<file path="src/rtl/irq_pkg.sv">
package irq_pkg;
   localparam int unsigned N_SRC   = 5;
   localparam int unsigned N_EXT   = 2;
   localparam int unsigned IDX_W   = 3;

   typedef enum logic [IDX_W-1:0] {
      SRC_EXT0 = 3'd0,
      SRC_TMR0 = 3'd1,
      SRC_EXT1 = 3'd2,
      SRC_TMR1 = 3'd3,
      SRC_SER  = 3'd4
   } irq_src_e;

   typedef enum logic [0:0] {
      LVL_LO = 1'b0,
      LVL_HI = 1'b1
   } irq_lvl_e;

   typedef struct packed {
      logic              valid;
      logic [IDX_W-1:0]  idx;
   } irq_pick_t;
endpackage

</file>
<file path="src/rtl/irq_ext_trig.sv">
module irq_ext_trig #(
   parameter int unsigned SYNC_STAGES = 2
) (
   input  logic clk,
   input  logic rst_n,
   input  logic pin_n,
   input  logic edge_mode,
   input  logic clr,
   output logic pend
);
   if (SYNC_STAGES < 2) begin : g_bad_sync
      $error("irq_ext_trig: SYNC_STAGES must be at least 2");
   end

   logic [SYNC_STAGES-1:0] sh;
   logic                   pin_s;
   logic                   pin_prev;
   logic                   fall;
   logic                   flag;

   always_ff @(posedge clk or negedge rst_n) begin
      if (!rst_n) begin
         sh       <= '1;
         pin_prev <= 1'b1;
      end else begin
         sh       <= {sh[SYNC_STAGES-2:0], pin_n};
         pin_prev <= pin_s;
      end
   end

   assign pin_s = sh[SYNC_STAGES-1];
   assign fall  = pin_prev & ~pin_s;

   always_ff @(posedge clk or negedge rst_n) begin
      if (!rst_n)          flag <= 1'b0;
      else if (!edge_mode) flag <= 1'b0;
      else if (fall)       flag <= 1'b1;
      else if (clr)        flag <= 1'b0;
   end

   assign pend = edge_mode ? flag : ~pin_s;

   a_r8_fall_sets: assert property (@(posedge clk) disable iff (!rst_n)
      (edge_mode && fall) |=> flag);
   a_r8_flag_holds: assert property (@(posedge clk) disable iff (!rst_n)
      (edge_mode && flag && !clr) |=> flag);
   a_r8_clr_drops: assert property (@(posedge clk) disable iff (!rst_n)
      (clr && !fall) |=> !flag);
endmodule

</file>
<file path="src/rtl/irq_arbiter.sv">
module irq_arbiter
   import irq_pkg::*;
#(
   parameter int unsigned N = N_SRC
) (
   input  logic [N-1:0] req,
   output irq_pick_t    pick
);
   if (N < 1 || N > (1 << IDX_W)) begin : g_bad_n
      $error("irq_arbiter: N out of range for index width");
   end

   always_comb begin
      pick = '0;
      for (int i = N - 1; i >= 0; i--) begin
         if (req[i]) begin
            pick.valid = 1'b1;
            pick.idx   = IDX_W'(i);
         end
      end
   end
endmodule

</file>
<file path="src/rtl/irq_inservice.sv">
module irq_inservice
   import irq_pkg::*;
(
   input  logic      clk,
   input  logic      rst_n,
   input  logic      take,
   input  irq_lvl_e  take_lvl,
   input  logic      reti,
   output logic [1:0] ins
);
   logic [1:0] ins_nxt;

   always_comb begin
      ins_nxt = ins;
      if (reti) begin
         if (ins[LVL_HI]) ins_nxt[LVL_HI] = 1'b0;
         else             ins_nxt[LVL_LO] = 1'b0;
      end
      if (take) ins_nxt[take_lvl] = 1'b1;
   end

   always_ff @(posedge clk or negedge rst_n) begin
      if (!rst_n) ins <= 2'b00;
      else        ins <= ins_nxt;
   end

   a_r7_reti_top: assert property (@(posedge clk) disable iff (!rst_n)
      (reti && !take && ins[1]) |=> (!ins[1] && ins[0] == $past(ins[0])));
   a_r7_reti_low: assert property (@(posedge clk) disable iff (!rst_n)
      (reti && !take && ins == 2'b01) |=> (ins == 2'b00));
   a_r7_take_marks: assert property (@(posedge clk) disable iff (!rst_n)
      (take && !reti) |=> ins[$past(take_lvl)]);
endmodule

</file>
<file path="src/rtl/prio_irq_ctrl.sv">
module prio_irq_ctrl
   import irq_pkg::*;
#(
   parameter int unsigned SYNC_STAGES = 2,
   parameter int unsigned REG_W       = 8,
   parameter int unsigned VEC_W       = 16,
   parameter int unsigned VEC_BASE    = 3,
   parameter int unsigned VEC_STEP    = 8
) (
   input  logic             clk,
   input  logic             rst_n,
   input  logic [1:0]       ext_n,
   input  logic [1:0]       ext_type,
   input  logic [1:0]       tmr_ovf,
   input  logic             ser_flag,
   input  logic [REG_W-1:0] en_reg,
   input  logic [REG_W-1:0] pri_reg,
   input  logic             irq_ack,
   input  logic             irq_reti,
   output logic             irq_req,
   output logic [VEC_W-1:0] irq_vec,
   output logic [1:0]       tmr_clr
);
   localparam int unsigned GLB_BIT = REG_W - 1;
   localparam int unsigned VEC_TOP = VEC_BASE + VEC_STEP * (N_SRC - 1);

   if (REG_W < N_SRC + 1) begin : g_bad_regw
      $error("prio_irq_ctrl: REG_W too small for enables plus global bit");
   end
   if (VEC_TOP >= (1 << VEC_W)) begin : g_bad_vec
      $error("prio_irq_ctrl: vector table does not fit VEC_W");
   end

   logic [N_EXT-1:0] ext_pend;
   logic [N_EXT-1:0] ext_clr;
   logic [N_SRC-1:0] src_req;
   logic [N_SRC-1:0] live;
   logic [N_SRC-1:0] grp [2];
   irq_pick_t        pick [2];
   logic [1:0]       ins;
   logic             sel_hi;
   logic             sel_lo;
   logic [IDX_W-1:0] sel_idx;
   irq_lvl_e         sel_lvl;
   logic             take;
   logic             unused_bits;

   assign unused_bits = ^{en_reg[GLB_BIT-1:N_SRC], pri_reg[REG_W-1:N_SRC]};

   for (genvar e = 0; e < N_EXT; e++) begin : g_ext
      irq_ext_trig #(.SYNC_STAGES(SYNC_STAGES)) u_trig (
         .clk       (clk),
         .rst_n     (rst_n),
         .pin_n     (ext_n[e]),
         .edge_mode (ext_type[e]),
         .clr       (ext_clr[e]),
         .pend      (ext_pend[e])
      );
   end

   assign src_req[SRC_EXT0] = ext_pend[0];
   assign src_req[SRC_TMR0] = tmr_ovf[0];
   assign src_req[SRC_EXT1] = ext_pend[1];
   assign src_req[SRC_TMR1] = tmr_ovf[1];
   assign src_req[SRC_SER]  = ser_flag;

   assign live      = src_req & en_reg[N_SRC-1:0] & {N_SRC{en_reg[GLB_BIT]}};
   assign grp[LVL_HI] = live & pri_reg[N_SRC-1:0];
   assign grp[LVL_LO] = live & ~pri_reg[N_SRC-1:0];

   for (genvar l = 0; l < 2; l++) begin : g_lvl
      irq_arbiter #(.N(N_SRC)) u_arb (
         .req  (grp[l]),
         .pick (pick[l])
      );
   end

   assign sel_hi  = pick[LVL_HI].valid & ~ins[LVL_HI];
   assign sel_lo  = ~sel_hi & pick[LVL_LO].valid & (ins == 2'b00);
   assign sel_lvl = sel_hi ? LVL_HI : LVL_LO;
   assign sel_idx = sel_hi ? pick[LVL_HI].idx : pick[LVL_LO].idx;
   assign irq_req = sel_hi | sel_lo;
   assign irq_vec = irq_req ? VEC_W'(VEC_BASE + VEC_STEP * sel_idx) : '0;
   assign take    = irq_req & irq_ack;

   assign ext_clr[0] = take & (sel_idx == SRC_EXT0);
   assign ext_clr[1] = take & (sel_idx == SRC_EXT1);
   assign tmr_clr[0] = take & (sel_idx == SRC_TMR0);
   assign tmr_clr[1] = take & (sel_idx == SRC_TMR1);

   irq_inservice u_ins (
      .clk      (clk),
      .rst_n    (rst_n),
      .take     (take),
      .take_lvl (sel_lvl),
      .reti     (irq_reti),
      .ins      (ins)
   );

   a_r1_global_off: assert property (@(posedge clk) disable iff (!rst_n)
      !en_reg[GLB_BIT] |-> !irq_req);
   a_r6_high_blocks: assert property (@(posedge clk) disable iff (!rst_n)
      ins[LVL_HI] |-> !irq_req);
   a_r4_vec_legal: assert property (@(posedge clk) disable iff (!rst_n)
      irq_req |-> (irq_vec >= VEC_W'(VEC_BASE) && irq_vec <= VEC_W'(VEC_TOP)
                   && ((irq_vec - VEC_W'(VEC_BASE)) % VEC_STEP) == 0));
   a_r10_clr_needs_ack: assert property (@(posedge clk) disable iff (!rst_n)
      (tmr_clr != 2'b00) |-> (irq_ack && irq_req && $onehot0(tmr_clr)));
   a_r11_idle_after_reset: assert property (@(posedge clk) disable iff (!rst_n)
      $rose(rst_n) |-> (ins == 2'b00));
endmodule

</file>
<file path="config.mk">
export PLATFORM = sky130hd
export DESIGN_NAME = prio_irq_ctrl
export DESIGN_NICKNAME = d
export VERILOG_FILES = /design/src/rtl/irq_pkg.sv /design/src/rtl/irq_ext_trig.sv /design/src/rtl/irq_arbiter.sv /design/src/rtl/irq_inservice.sv /design/src/rtl/prio_irq_ctrl.sv
export SDC_FILE = /design/constraint.sdc
export NUM_CORES = 1
export LEC_CHECK = 0
export CORE_ASPECT_RATIO = 0.75
export CORE_UTILIZATION = 36
export CTS_BUF_LIST = sky130_fd_sc_hd__clkbuf_4 sky130_fd_sc_hd__clkbuf_8
export DETAILED_ROUTE_END_ITERATION = 8
export PLACE_DENSITY = 0.75
export SLEW_MARGIN = 10
export SYNTH_ARGS = -nofsm -noshare
export SYNTH_HDL_FRONTEND = slang
export SYNTH_HIERARCHICAL = 1
export SYNTH_SLANG_ARGS = --single-unit
</file>
<file path="constraint.sdc">
create_clock -name clk -period 2.5 [get_ports clk]
set_clock_uncertainty 0.15 [all_clocks]
set_input_delay 0.625 -clock clk [delete_from_list [all_inputs] [get_ports clk]]
set_output_delay 0.625 -clock clk [all_outputs]
set_load 0.05 [all_outputs]
</file>
### Word level (Yosys, flattened, before mapping)

Index checks and enable logic that the tools add are counted.

* output and inout bits: 19
* logic and storage cells: 65
* flip-flop bits (word level): 10

* mux-type cells: 26
* reduce and logical (&&, ||, !) cells: 3
* add/sub/neg operators: 1
* equality and inequality tests: 5
* order comparisons: 2
* bitwise gates (word level): 21

Operators with widths (number)
* 2-to-1 mux 4 bit: 10
* AND 5 bit: 4
* 2-to-1 mux 1 bit: 11
* AND 1 bit: 10
* adder 2 x 6 -> 7 bit (first input constant): 1
* 2-to-1 mux 7 bit: 1
* equality test 3 x 2 -> 1 bit (second input constant): 2
* inequality test 3 x 1 -> 1 bit (second input constant): 2
* NOT 5 bit: 1
* 2-to-1 mux 2 bit: 2
* NOT 1 bit: 4
* equality test 3 x 1 -> 1 bit (second input constant): 1
* logical NOT 3 bit: 1
* 2-to-1 mux 3 bit: 1
* logical NOT 2 bit: 1
* < comparator 1 x 2 -> 1 bit (second input constant): 1
* OR 2 bit: 1
* demux 1 bit (select 1 bit): 1
* greater-or-equal comparator 1 bit (second input constant): 1
* logical AND 1 bit: 1
* OR 1 bit: 1

### Depth between registers and ports, before layout

Gate-level depths: netlist of the first run.

* depth in word-level cells: 20
* gate-level depth with buffers: 12

### By module

The synthesis of the first run kept the hierarchy.

Modules (own cells, without submodules)
* prio_irq_ctrl: cells each 59, sequential area each 0.0 µm², area an instance 370.4 µm², instances 1
* irq_ext_trig: cells each 9, sequential area each 103.8 µm², area an instance 143.9 µm², instances 2
* irq_arbiter: cells each 8, sequential area each 0.0 µm², area an instance 48.8 µm², instances 2
* irq_inservice: cells each 8, sequential area each 50.0 µm², area an instance 81.3 µm², instances 1

### Worst setup path after synthesis of the first run

OpenSTA, ideal clock, no wires.

* path type: input to output
* start point: in ext_type[0]
* end point: out tmr_clr[0]
* required time: 1725 ps
* stages: 10
* setup slack: -1067 ps
* buffers on the path: 1
* arrival: 2792 ps
* cells stage by stage: nand2_1 > o21ai_0 > nand3_1 > nor2_1 > nor4_2 > nand2b_1 > nor2b_4 > buf_6 > mux2i_1 > nor3_1

RTL lines
* start, declared: line prio_irq_ctrl.sv:13 `input logic [1:0] ext_type,`
* end, declared: line prio_irq_ctrl.sv:22 `output logic [1:0] tmr_clr`

==> results of run 1 <==
[synthesized netlist by cell type, types with 3 or more instances]
cell and n:
and2b_1 3, buf_4 13, dfrtp_1 4, dfstp_2 6, inv_1 11, mux2i_1 5, nand2_1 3, nand2b_1 7
nand3_1 5, nor2_1 17, nor3_1 4, o21ai_0 3
[state kept, by name (all words and copies together), names as in the netlist]
register               count
g_ext.u_trig/flag          2
g_ext.u_trig/pin_prev      2
g_ext.u_trig/sh            4
u_ins/ins                  2
[kinds of logic after synthesis]
family,after synthesis
other,1
DFF,10
buffers and inverters,25
and+or+nand+nor,49
AOI/OAI and AO/OA,10
muxes,6
[worst max-delay path, cell delays in order]
cell	delay (ps)
dlygate4sd2_1	240
inv_1	110
nor2_4	50
nor4_4	330
nand2b_4	80
nor2b_4	170
buf_6	140
mux2i_4	190
nor3_4	180
buf_6	180
[power by group through the flow]
stage | logic (W) | registers [W] | clock network (W)
CTS | 0.000318 | 0.000189 | 0.000143
floorplan | 0.000191 | 0.000187 | 0
detailed placement | 0.000264 | 0.000190 | 0
global route | 0.000358 | 0.000192 | 0.000156
global placement | 0.000259 | 0.000189 | 0
finish | 0.000340 | 0.000190 | 0.000137
[repair_timing]
action,in CTS,in global routing
resized for setup,68,15
setup endpoints to repair,12,12
pin swaps,12,3
setup buffers,10,2
[metrics by stage]
stage | cells | utilization [%]
after detailed placement | 167 | 60.5
after global routing | 182 | 76.9
after floorplan | 111 | -
after global placement | 167 | 60.5
after CTS | 180 | 72.9
final | 182 | 76.9
[routing by layer]
metal,GRT usage (%),part of all wire (%),wire [µm],vias up
li1,-,-,-,418
met1,23.7,41,1060,402
met2,40.9,53,1380,30
met3,4.18,4.6,119,2
met4,6.19,1.2,31,0
met5,0,0,0,-
[layout make-up]
class                           count  share of cell area (%)
Multi-Input combinational cell     76                    45.7
Sequential cell                    10                    15.9
Inverter                           11                    2.71
Clock buffer                        4                    2.24
Timing Repair Buffer               57                    31.5
Tap cell                           24                    1.86
[worst min-delay path by stage]
stage / end / startpoint
after floorplan: g_ext[0].u_trig/flag$_DFFE_PN0P_ / rst_n
after global placement: g_ext[1].u_trig/sh[1]$_DFF_PN1_ / g_ext[1].u_trig/sh[0]$_DFF_PN1_
after detailed placement: g_ext[1].u_trig/sh[1]$_DFF_PN1_ / g_ext[1].u_trig/sh[0]$_DFF_PN1_
after CTS: g_ext[1].u_trig/sh[1]$_DFF_PN1_ / g_ext[1].u_trig/sh[0]$_DFF_PN1_
after global routing: g_ext[0].u_trig/sh[1]$_DFF_PN1_ / g_ext[0].u_trig/sh[0]$_DFF_PN1_
final: g_ext[1].u_trig/sh[1]$_DFF_PN1_ / g_ext[1].u_trig/sh[0]$_DFF_PN1_
==> results.toml, run 1 <==
[power]
power_frac_comb_pct = 51.0
peakVddDrop_mv = 0.406
p_sw_share_pct = 37.7
pwr_density_cell_nw_per_um2 = 413
pwr-share-clk_pct = 20.5
internal_power_w = 0.000416
p_total_w = 0.000668
power_leakage_nw = 0.736
pwr-share-seq_pct = 28.5
p_sw_w = 0.000252

[global_route]
grt_pass1_vias = 880
grt_max_degree = 11
antenna_found_initial = 0
grt_pass1_wl_um = 3970
grt-ovfl-total = 0
gr-usage-all-layers_pct = 21.2

[synth]
yosysWarnings = 6
synthArstFlopShare_pct = 100
synth_top_family_by_area = "simple AND/OR/NAND/NOR gates"
synth_cell_types = 26
yosys-mux-area-fraction_pct = 7.77
synth-adder-area-share_pct = 0
ys.flop_type = "dfstp_2"
synth_xor_area_share_pct = 0
syn-cell-area_um2 = 837
synth_largest_area_cell = "dfstp_2"
synth_cells = 101
ys_seq_area_share_pct = 30.8
synthTopCellsByArea = "dfstp_2, dfrtp_1, buf_4"
synth.top_cell.area_share_pct = 18.8
syn_avg_cell_area_um2 = 8.29
synth_seq_cells = 10
synth-simple-area-share_pct = 34.8
synth-edff-count = 0
synth_compound_area_share_pct = 8.22

[final_layout]
multi_input_area_um2 = 739
regArea_um2 = 258
nNetsFinal = 186
nFillCells = 143
drive_gt1_share_pct = 60.8
final_area_um2 = 1620
final_cell_mix = "buf_4, buf_6, dlygate4sd2_1"
syn2layout_area_growth_pct = 93.1
final_common_cell = "buf_4"
diodes = 0

[cts]
clock_latency_ps = 250
cts_root_buf = "clkbuf_4"
cts.clk_slew.worst_paths_ps = 60
cts.sinks = 10
cts_buffers = 3
cts_tree = "yes"
htree_levels = 1
cts-hold-fix-buffers = 0
max-clock-path-buffers = 2

[route]
drc_errors = 2
vias_per_cell = 4.68
wl_per_cell_um = 14.2
num_vias = 852
antenna_left = 0
drt_iter0_markers = 27
first_pass_iters = 8
wirelength_um = 2590

[setup_path]
cp-end-kind = "output pin"
critPathCapture = "tmr_clr[1]"
crit_required_ps = 1730
r2r_end = "g_ext[0].u_trig/flag$_DFFE_PN0P_"
rr_worst_depth = 13
cp.arrival_ps = 2310
r2r_start = "g_ext[0].u_trig/sh[1]$_DFF_PN1_"
cp-start-kind = "primary input"
startpoint = "pri_reg[0]"
path_class = "primary input to output pin"
cp_max_fo = 6
reg2reg_slack_ps = 20

[timing]
period_share_pct = 123
layout_min_cycle_time_ps = 3080
setup_viol = 8
final.setup.tns_ps = -4010
fmax_mhz = 324
fin_ws_ps = -583
timing.hold.ws_ps = 207
drv_slew = 0
hold_viol = 0
grt_setup_unrepaired = "yes"

[floorplanning]
start_util_pct = 39.8
rows = 14
ioPinCount = 46
die_w_um = 57.7
coreArea_um2 = 2100
die_h_um = 43.8
die-area_um2 = 2520

[placed_design]
dp_hpwl_um = 1670
port_buffers = 29
dpl_cell_area_um2 = 1270
place.gp.congestion = 0.827
place_worst_setup_slack_ps = -1100

[hold_path]
holdPathStages = 0
hold_class = "register to register"

[job]
maxCapViolCount = 0

[status]
status = "finished, violations left"
violations = "DRC, setup timing"
(Power assumes the default switching activity.)
==> inputs of run 2 (changes only) <==
- TNS_END_PERCENT: unset -> 5
==> run 2 against run 1 <==
Compared with the run above: die area stayed put; clock power shrank 18%; combinational power fell by 5.9%; the run still ends with DRC, setup timing left; clock-buffer cell count is 1 lower; cell area down 2.2%; register-to-register slack got worse by 170 ps; final cell count rose by 0.55%; via count grew 0.23%; total power decreased by 7.4%.
==> results.toml, run 2 (same netlist as run 1, synthesis figures left out) <==
[status]
status = "finished, violations left"
violations = "DRC, setup timing"

[route]
drc_errors = 3
antenna_left = 0
drt_iter0_markers = 16
vias_per_cell = 4.67
wirelength_um = 2380
first_pass_iters = 6
wl_per_cell_um = 13.0
num_vias = 854

[power]
power_leakage_nw = 0.821
pwr_density_cell_nw_per_um2 = 391
p_total_w = 0.000619
peakVddDrop_mv = 0.272

[final_layout]
final_cell_mix = "buf_4, dlymetal6s2s_1, conb_1"
nNetsFinal = 188
instances_no_fill = 183
syn2layout_area_growth_pct = 88.9
drive_gt1_share_pct = 57.9
diodes = 0
largest-register = "g_ext.u_trig/sh"
final_common_cell = "buf_4"
multi_input_area_um2 = 656
nFillCells = 140
regArea_um2 = 258
largest_reg_flops = 4

[cts]
cts.sinks = 10
cts_buffers = 3
cts_root_buf = "clkbuf_4"
clock_latency_ps = 270
cts.clk_slew.worst_paths_ps = 70
htree_levels = 1
cts_tree = "yes"
max-clock-path-buffers = 2

[floorplanning]
die_w_um = 57.7
die_h_um = 43.8
coreArea_um2 = 2100
ioPinCount = 46
rows = 14
die-area_um2 = 2520
start_util_pct = 39.8

[timing]
setup_viol = 10
grt_setup_unrepaired = "yes"
final.setup.tns_ps = -4690
fin_ws_ps = -631
timing.hold.ws_ps = 207
layout_min_cycle_time_ps = 3130
fmax_mhz = 319
hold_viol = 0
drv_slew = 0
period_share_pct = 125

[setup_path]
reg2reg_slack_ps = -150
critPathCapture = "tmr_clr[1]"
cp-start-kind = "primary input"
r2r_start = "g_ext[1].u_trig/sh[1]$_DFF_PN1_"
cp.arrival_ps = 2360
rr_worst_depth = 13
cp-end-kind = "output pin"
path_class = "primary input to output pin"
r2r_end = "g_ext[1].u_trig/flag$_DFFE_PN0P_"
startpoint = "en_reg[7]"
crit_required_ps = 1730
cp_max_fo = 5

[global_route]
grt_max_degree = 11
gr-usage-all-layers_pct = 18.5
grt-ovfl-total = 0
antenna_found_initial = 0
grt_pass1_vias = 827
grt_pass1_wl_um = 3390

[hold_path]
holdPathStages = 0
hold_class = "register to register"

[placed_design]
place_worst_setup_slack_ps = -1110
place.gp.congestion = 0.773
port_buffers = 29
place_inst = 169
dp_hpwl_um = 1680

[job]
maxCapViolCount = 0
## run 2: how the worst min path moves through the flow
stage / startpoint / slack [ps] / to
5_1_grt: g_ext[1].u_trig/sh[0]$_DFF_PN1_ / 220 / g_ext[1].u_trig/sh[1]$_DFF_PN1_
4_1_cts: g_ext[1].u_trig/sh[0]$_DFF_PN1_ / 210 / g_ext[1].u_trig/sh[1]$_DFF_PN1_
3_3_place_gp: g_ext[1].u_trig/sh[0]$_DFF_PN1_ / 200 / g_ext[1].u_trig/sh[1]$_DFF_PN1_
3_5_place_dp: g_ext[1].u_trig/sh[0]$_DFF_PN1_ / 200 / g_ext[1].u_trig/sh[1]$_DFF_PN1_
2_1_floorplan: rst_n / 180 / g_ext[0].u_trig/flag$_DFFE_PN0P_
6_report: g_ext[1].u_trig/sh[0]$_DFF_PN1_ / 210 / g_ext[1].u_trig/sh[1]$_DFF_PN1_
## run 2: metal layers
metal	part of all wire, %	vias up	global-route usage (%)
li1	-	419	-
met1	40	403	20.1
met2	53	28	32.8
met3	6.0	4	5.97
met4	1.3	0	9.52
met5	0	-	0
## run 2: power by group
group / internal [W] / switching [W]
Combinational: 0.000144 / 0.000176
Clock: 0.0000557 / 0.0000562
Sequential: 0.000178 / 0.00000886
Total: 0.000377 / 0.000241
## run 2: through the flow
stage                     cell area [µm²]  utilization, %
final                                1580            75.2
after global routing                 1580            75.2
after CTS                            1400            66.8
after detailed placement             1300            62.0
after global placement               1300            62.0
after floorplan                       943               -
## run 2: layout make-up
class                           instances  share of cell area (%)
Clock buffer                            3                    1.42
Inverter                               11                    2.61
Multi-Input combinational cell         76                    41.5
Sequential cell                        10                    16.3
Tap cell                               24                    1.90
Timing Repair Buffer                   59                    36.3
## run 2: what timing repair did
action | in CTS | in global routing
pin swaps | 8 | 15
endpoints found under the setup margin | 12 | 12
gates resized for setup | 17 | 40
hold buffers | 0 | 0
setup buffers | 6 | 7
## run 2: worst max-delay path: stages
cell and delay (ps):
clkbuf_2 170, nand3_2 140, nor2_4 60, nor4_4 370, and2_1 250, and2b_1 230
mux2i_2 250, nor3_4 80, buf_6 160
